**src/rtl/mtimer_pkg.sv**
```systemverilog
// Shared constants for the machine timer interrupt generator.
// Assumes a 32-bit core: cause codes are one data word wide.
package mtimer_pkg;
    localparam int unsigned HALF_W     = 32;
    localparam int unsigned CAUSE_W    = 32;
    localparam int unsigned TIMER_CODE = 7;
    localparam logic [CAUSE_W-1:0] TIMER_CAUSE =
        {1'b1, {(CAUSE_W-1-4){1'b0}}, 4'(TIMER_CODE)};
endpackage

```
**src/rtl/mtimer_count.sv**
```systemverilog
// Two-half machine timer. Adds the elapsed amount to the low half on a
// tick and ripples the carry into the high half. Assumes elapsed is
// stable in the tick cycle.
module mtimer_count #(
    parameter int unsigned HW = 32
) (
    input  logic          clk,
    input  logic          rst_n,
    input  logic          tick,
    input  logic [HW-1:0] elapsed,
    output logic [HW-1:0] cnt_lo,
    output logic [HW-1:0] cnt_hi
);
    logic [HW:0] lo_sum;

    // Low-half sum with carry out
    always_comb lo_sum = {1'b0, cnt_lo} + {1'b0, elapsed};

    // Advance both halves on a tick, hold otherwise
    always_ff @(posedge clk) begin
        if (!rst_n) begin
            cnt_lo <= '0;
            cnt_hi <= '0;
        end else if (tick) begin
            cnt_lo <= lo_sum[HW-1:0];
            cnt_hi <= cnt_hi + HW'(lo_sum[HW]);
        end
    end
endmodule

```
**src/rtl/mtimer_cmp_reg.sv**
```systemverilog
// Compare register written one half at a time. Assumes both halves
// share a single write data bus; either or both may load in one cycle.
module mtimer_cmp_reg #(
    parameter int unsigned HW = 32
) (
    input  logic            clk,
    input  logic            rst_n,
    input  logic            we_lo,
    input  logic            we_hi,
    input  logic [HW-1:0]   wdata,
    output logic [2*HW-1:0] cmp
);
    localparam int unsigned NHALF = 2;
    logic [NHALF-1:0] we;

    // Gather per-half strobes, low half at index 0
    always_comb we = {we_hi, we_lo};

    for (genvar g = 0; g < NHALF; g++) begin : g_half
        // Load one half of the threshold
        always_ff @(posedge clk) begin
            if (!rst_n)
                cmp[g*HW +: HW] <= '0;
            else if (we[g])
                cmp[g*HW +: HW] <= wdata;
        end
    end
endmodule

```
**src/rtl/mtimer_gt.sv**
```systemverilog
// Strict greater-than between timer and compare, evaluated high half
// first. A compare value of all zeros disarms the result.
module mtimer_gt #(
    parameter int unsigned HW = 32
) (
    input  logic [HW-1:0] t_lo,
    input  logic [HW-1:0] t_hi,
    input  logic [HW-1:0] c_lo,
    input  logic [HW-1:0] c_hi,
    output logic          fire
);
    logic hi_gt, hi_eq, lo_gt, armed;

    // Split comparison and arming
    always_comb begin
        hi_gt = t_hi > c_hi;
        hi_eq = t_hi == c_hi;
        lo_gt = t_lo > c_lo;
        armed = |{c_hi, c_lo};
        fire  = armed & (hi_gt | (hi_eq & lo_gt));
    end
endmodule

```
**src/rtl/mtimer_irq_gen.sv**
```systemverilog
// Machine timer interrupt generator top. Registers the pending bit from
// the timer/compare relation every cycle, requests wake from sleep, gates
// the take strobe with the core's enables and reports the cause code.
// Assumes mtie/gmie/sleep_in come straight from core state registers.
module mtimer_irq_gen #(
    parameter int unsigned HW = mtimer_pkg::HALF_W
) (
    input  logic          clk,
    input  logic          rst_n,
    input  logic          tick,
    input  logic [HW-1:0] elapsed,
    input  logic          cmp_lo_we,
    input  logic          cmp_hi_we,
    input  logic [HW-1:0] cmp_wdata,
    input  logic          mtie,
    input  logic          gmie,
    input  logic          sleep_in,
    output logic [HW-1:0] time_lo,
    output logic [HW-1:0] time_hi,
    output logic [HW-1:0] cmp_lo,
    output logic [HW-1:0] cmp_hi,
    output logic          timer_pend,
    output logic          sleep_clr,
    output logic          core_run,
    output logic          take_irq,
    output logic [mtimer_pkg::CAUSE_W-1:0] take_cause
);
    logic [2*HW-1:0] cmp_q;
    logic            fire;

    mtimer_count #(.HW(HW)) u_count (
        .clk(clk), .rst_n(rst_n), .tick(tick), .elapsed(elapsed),
        .cnt_lo(time_lo), .cnt_hi(time_hi)
    );

    mtimer_cmp_reg #(.HW(HW)) u_cmp (
        .clk(clk), .rst_n(rst_n), .we_lo(cmp_lo_we), .we_hi(cmp_hi_we),
        .wdata(cmp_wdata), .cmp(cmp_q)
    );

    // Expose compare halves
    always_comb begin
        cmp_lo = cmp_q[HW-1:0];
        cmp_hi = cmp_q[2*HW-1:HW];
    end

    mtimer_gt #(.HW(HW)) u_gt (
        .t_lo(time_lo), .t_hi(time_hi), .c_lo(cmp_lo), .c_hi(cmp_hi),
        .fire(fire)
    );

    // Pending bit re-evaluated each cycle
    always_ff @(posedge clk) begin
        if (!rst_n) timer_pend <= 1'b0;
        else        timer_pend <= fire;
    end

    // Wake, run permission and take strobe
    always_comb begin
        sleep_clr  = timer_pend;
        core_run   = ~sleep_in | timer_pend;
        take_irq   = timer_pend & mtie & gmie;
        take_cause = take_irq ? mtimer_pkg::TIMER_CAUSE : '0;
    end
endmodule

```
**config.mk**
```make
export PLATFORM = sky130hd
export DESIGN_NAME = mtimer_irq_gen
export DESIGN_NICKNAME = d
export VERILOG_FILES = /design/src/rtl/mtimer_pkg.sv /design/src/rtl/mtimer_count.sv /design/src/rtl/mtimer_cmp_reg.sv /design/src/rtl/mtimer_gt.sv /design/src/rtl/mtimer_irq_gen.sv
export SDC_FILE = /design/constraint.sdc
export NUM_CORES = 1
export LEC_CHECK = 0
export BUFFER_PORTS_ARGS = -buffer_cell sky130_fd_sc_hd__buf_2
export CAP_MARGIN = 20
export CORE_UTILIZATION = 54
export DETAILED_ROUTE_END_ITERATION = 8
export HOLD_SLACK_MARGIN = 0.06
export PLACE_DENSITY = 0.88
export RECOVER_POWER = 100
export SYNTH_ARGS = -nofsm -noshare
export SYNTH_HDL_FRONTEND = slang
export SYNTH_HIERARCHICAL = 1
export SYNTH_SLANG_ARGS = --single-unit
```
**constraint.sdc**
```tcl
create_clock -name clk -period 5.1 [get_ports clk]
set_input_delay 0 -clock clk [delete_from_list [all_inputs] [get_ports clk]]
set_output_delay 0 -clock clk [all_outputs]
set_load 0.05 [all_outputs]
```
==> summary.txt <==
Status
  – Status: complete, but fails checks
  – Failing checks: max-capacitance violations, max-slew violations

Floorplanning
  – Initial Util: 0.556
  – Row Count: 46
  – Ports: roughly 240
  – Core area: ~0.016 sq mm
  – Die ar.: ~0.017 sq mm
  – Die Y: roughly 130 microns
  – Die width: between 100 and 150 microns

Finish
  – Share of cells above drive strength 1: 0.0883
  – Multi-input logic area: approximately 0.0056 sq mm
  – Final Core Density: 0.660
  – Final Cell Area: roughly 0.011 sq mm
  – Area delta synth->final: 18.6%
  – Number of fill cells: 1353
  – Non-Filler Instances: 1450
  – Reg area: roughly 0.0026 sq mm
  – Antenna diode count: 0
  – # nets final: 1394

Global routing
  – Total grt overflow: 0
  – Largest net degree at the start of global routing: ~110
  – Vias in the first global route: 7901
  – First-pass GRT wire length: 40900 microns
  – All-Layer GR Usage: 0.316
  – Initial antenna violation count: 0

Placement
  – Placed Area: slightly below 0.01 sq mm
  – # port buffers: a little over 200
  – Placed cells: roughly 1400
  – Detail Placement HPWL: just under 20000 microns
  – Placer Congestion: about 0.9
  – Pre-CTS setup slack: between 0.7 and 0.8 ns

Routing
  – DR WL/cell: between 15 and 20 microns
  – DRT Wirelength: ~27000 microns
  – Initial drt markers: ~700
  – Pre-antenna DRT Iters: 5
  – DRC viols: 0
  – Vias: 8414
  – Vias per std cell: about 5.8
  – Routed Antenna Nets: 0

STA
  – Period minus WS final: 4.44 ns
  – Worst-margin pin slew: 3.52 ns
  – Finish-stage setup viols: 0
  – Max Slew Vio Count: roughly 140
  – Slew headroom: -1.35
  – Unrepaired setup endpoints after global routing: false
  – Worst Skew: ~0.0084 ns
  – Fin worst setup slack: between 0.6 and 0.7 ns
  – Share of the clock period used by the worst path: 0.870
  – Final setup TNS: 0 ns
  – Highest clock rate: between 200 and 250 MHz
  – Hold violation count in the final report: 0

Job
  – Max-Cap Viols: 2

Worst setup path
  – Crit-path max FO: 8
  – Crit path required time: around 5.4 ns
  – Crit path DAT: 4.73 ns
  – CP Launch Point: u_count/cnt_lo[0]
  – CP endpoint kind: flip-flop
  – Critical path type: reg2reg
  – R2r startpoint: u_count/cnt_lo[0]
  – CP startpoint kind: flip-flop

Synthesis
  – Post-synth top cells: 129 x dfxtp_1, 99 x ha_1, 87 x nor2b_1
  – Post-synth EDFFs: 0
  – Sequential fraction of the synthesis area: 0.291
  – Synth Instances: between 1000 and 1500
  – Yosys top cell by area: dfxtp_1
  – Count leader, synth: dfxtp_1
  – Top_reg_cell synth: dfxtp_1
  – Synth warn: 6
  – Share of synthesized registers carrying an async set or reset: 0
  – Largest cells by area after synthesis: dfxtp_1 29%, ha_1 14%, mux2i_1 8.9%, nor2b_1 6.1%, xnor2_1 3.6%
  – Avg Inst Size Synth: between 8 and 9 sq um
  – #FFs+latches synth: between 100 and 150
  – Yosys cell types: between 70 and 80
  – Top-area cell type share of the netlist area: 0.291
  – Synth Cell Area: approximately 0.0089 sq mm

CTS
  – CTS tree: done
  – Inserted Clock Buffers: 17
  – Post-cts resize count: 0
  – CTS clock-pin slew for the worst setup and hold paths: roughly 0.060 ns
  – H-tree depth: 4
  – Max Root-Sink Buffers: 2
  – Root buffer cell: clkbuf_16
  – Worst-Skew Late Latency: ~0.42 ns
  – Total clock sinks: between 100 and 150

Min path
  – Min-Delay Startpoint: elapsed[1]
  – Worst min path class: in2reg

Power
  – VDD IR max: 0.316 mV
  – Leak Pwr: ~4.7 nW
  – Power per cell area: around 340 mW/mm^2
## stage by stage
step | hold WS (ns) | power (W)
after global placement | 0.272 | 0.00230
final | 0.0839 | 0.00360
after floorplan | 0.127 | 0.00207
after CTS | 0.0663 | 0.00361
after global routing | 0.134 | 0.00377
after detailed placement | 0.283 | 0.00233
## worst max-delay path, stage by stage, from the launching register on
cell      delay (ns)
dfxtp_1         0.40
ha_1            0.24
fa_1            0.26
a211oi_1        0.12
nor2_1          0.24
o21ai_0         0.17
a21oi_2         0.31
o311ai_4        0.12
a311oi_1        0.36
nand3_1         0.13
nand2_1         0.12
ha_1            0.16
nand4_1         0.14
nor2_1          0.47
nand3_1         0.28
nor2_1          0.34
nand3_1         0.16
xnor2_1         0.15
and2_1          0.15
## cell usage in the layout, fill, tap and decap left out, drive strengths merged, types with 4 or more instances in the layout
cell type	Yosys	final
a21oi	50	50
o21a	6	6
a31oi	7	7
and3	12	12
or3	5	5
o211ai	5	5
buf	45	70
mux2i	79	79
nor3	11	11
xor2	10	10
nor2b	87	87
and2	37	37
o31ai	6	6
o21ai	30	30
nor2	31	31
dfxtp	129	129
xnor2	36	36
a211oi	9	9
a21o	19	19
nand3	31	31
conb	1	28
clkinv	0	5
inv	79	83
a21boi	5	5
clkbuf	22	155
o21bai	6	6
nor4	19	19
nand2	46	46
dlygate4sd3	0	33
ha	99	99
a221oi	4	4
nand2b	5	5
and4	4	4
nand4	30	30
## layout make-up
cell class	count	share of cell area
well taps	216	0.0257
inverters	79	0.0282
clock buffers	17	0.0404
clock inverters	14	0.0171
multi-input cells	754	0.529
repair buffers	241	0.114
flip-flops and latches	129	0.245
## power by group
group / internal (W) / switching [W]
Combinational: 0.000387 / 0.000767
Clock: 0.000774 / 0.000497
Sequential: 0.00108 / 0.000100
Total: 0.00224 / 0.00136
## cell families (layout without fill, tap and decap cells)
kind of cell	count (synthesis)	count (layout)	share of synthesized area
fa+ha+maj	100	100	0.142
simple gates	329	329	0.210
buf+inv	146	351	0.0897
xor+xnor	46	46	0.0454
compound gates	172	172	0.132
flops	129	129	0.291
mux	79	79	0.0891
other cells	1	28	0.000423
## flip-flops by register name (all words and copies together), names as in the netlist
name,cells
u_cmp/cmp,64
u_count/cnt_hi,32
u_count/cnt_lo,32
sleep_clr,1
## what timing repair did
action / CTS / global route
hold endpoints to repair: 65 / 0
hold buffers: 33 / 0
buffers inserted: 0 / 0
## final timing paths
| check | end | slack, ns | cells past startpoint |
|---|---|---|---|
| worst max-delay path | u_count/cnt_hi[25] | 0.66 | 18 |
| worst min-delay path | u_count/cnt_lo[1] | 0.08 | 4 |
| worst max register to register | u_count/cnt_hi[25] | 0.66 | 18 |
| worst min register to register | u_count/cnt_lo[31] | 0.54 | 2 |
## routing by layer
metal  track usage  vias up  routed length [microns]
li1              -     3946                        -
met1         0.393     3988                    11300
met2         0.527      411                    12700
met3        0.0627       69                     2050
met4         0.146        0                      925
met5             0        -                        0
No activity file was read; power rests on OpenSTA's default activity.
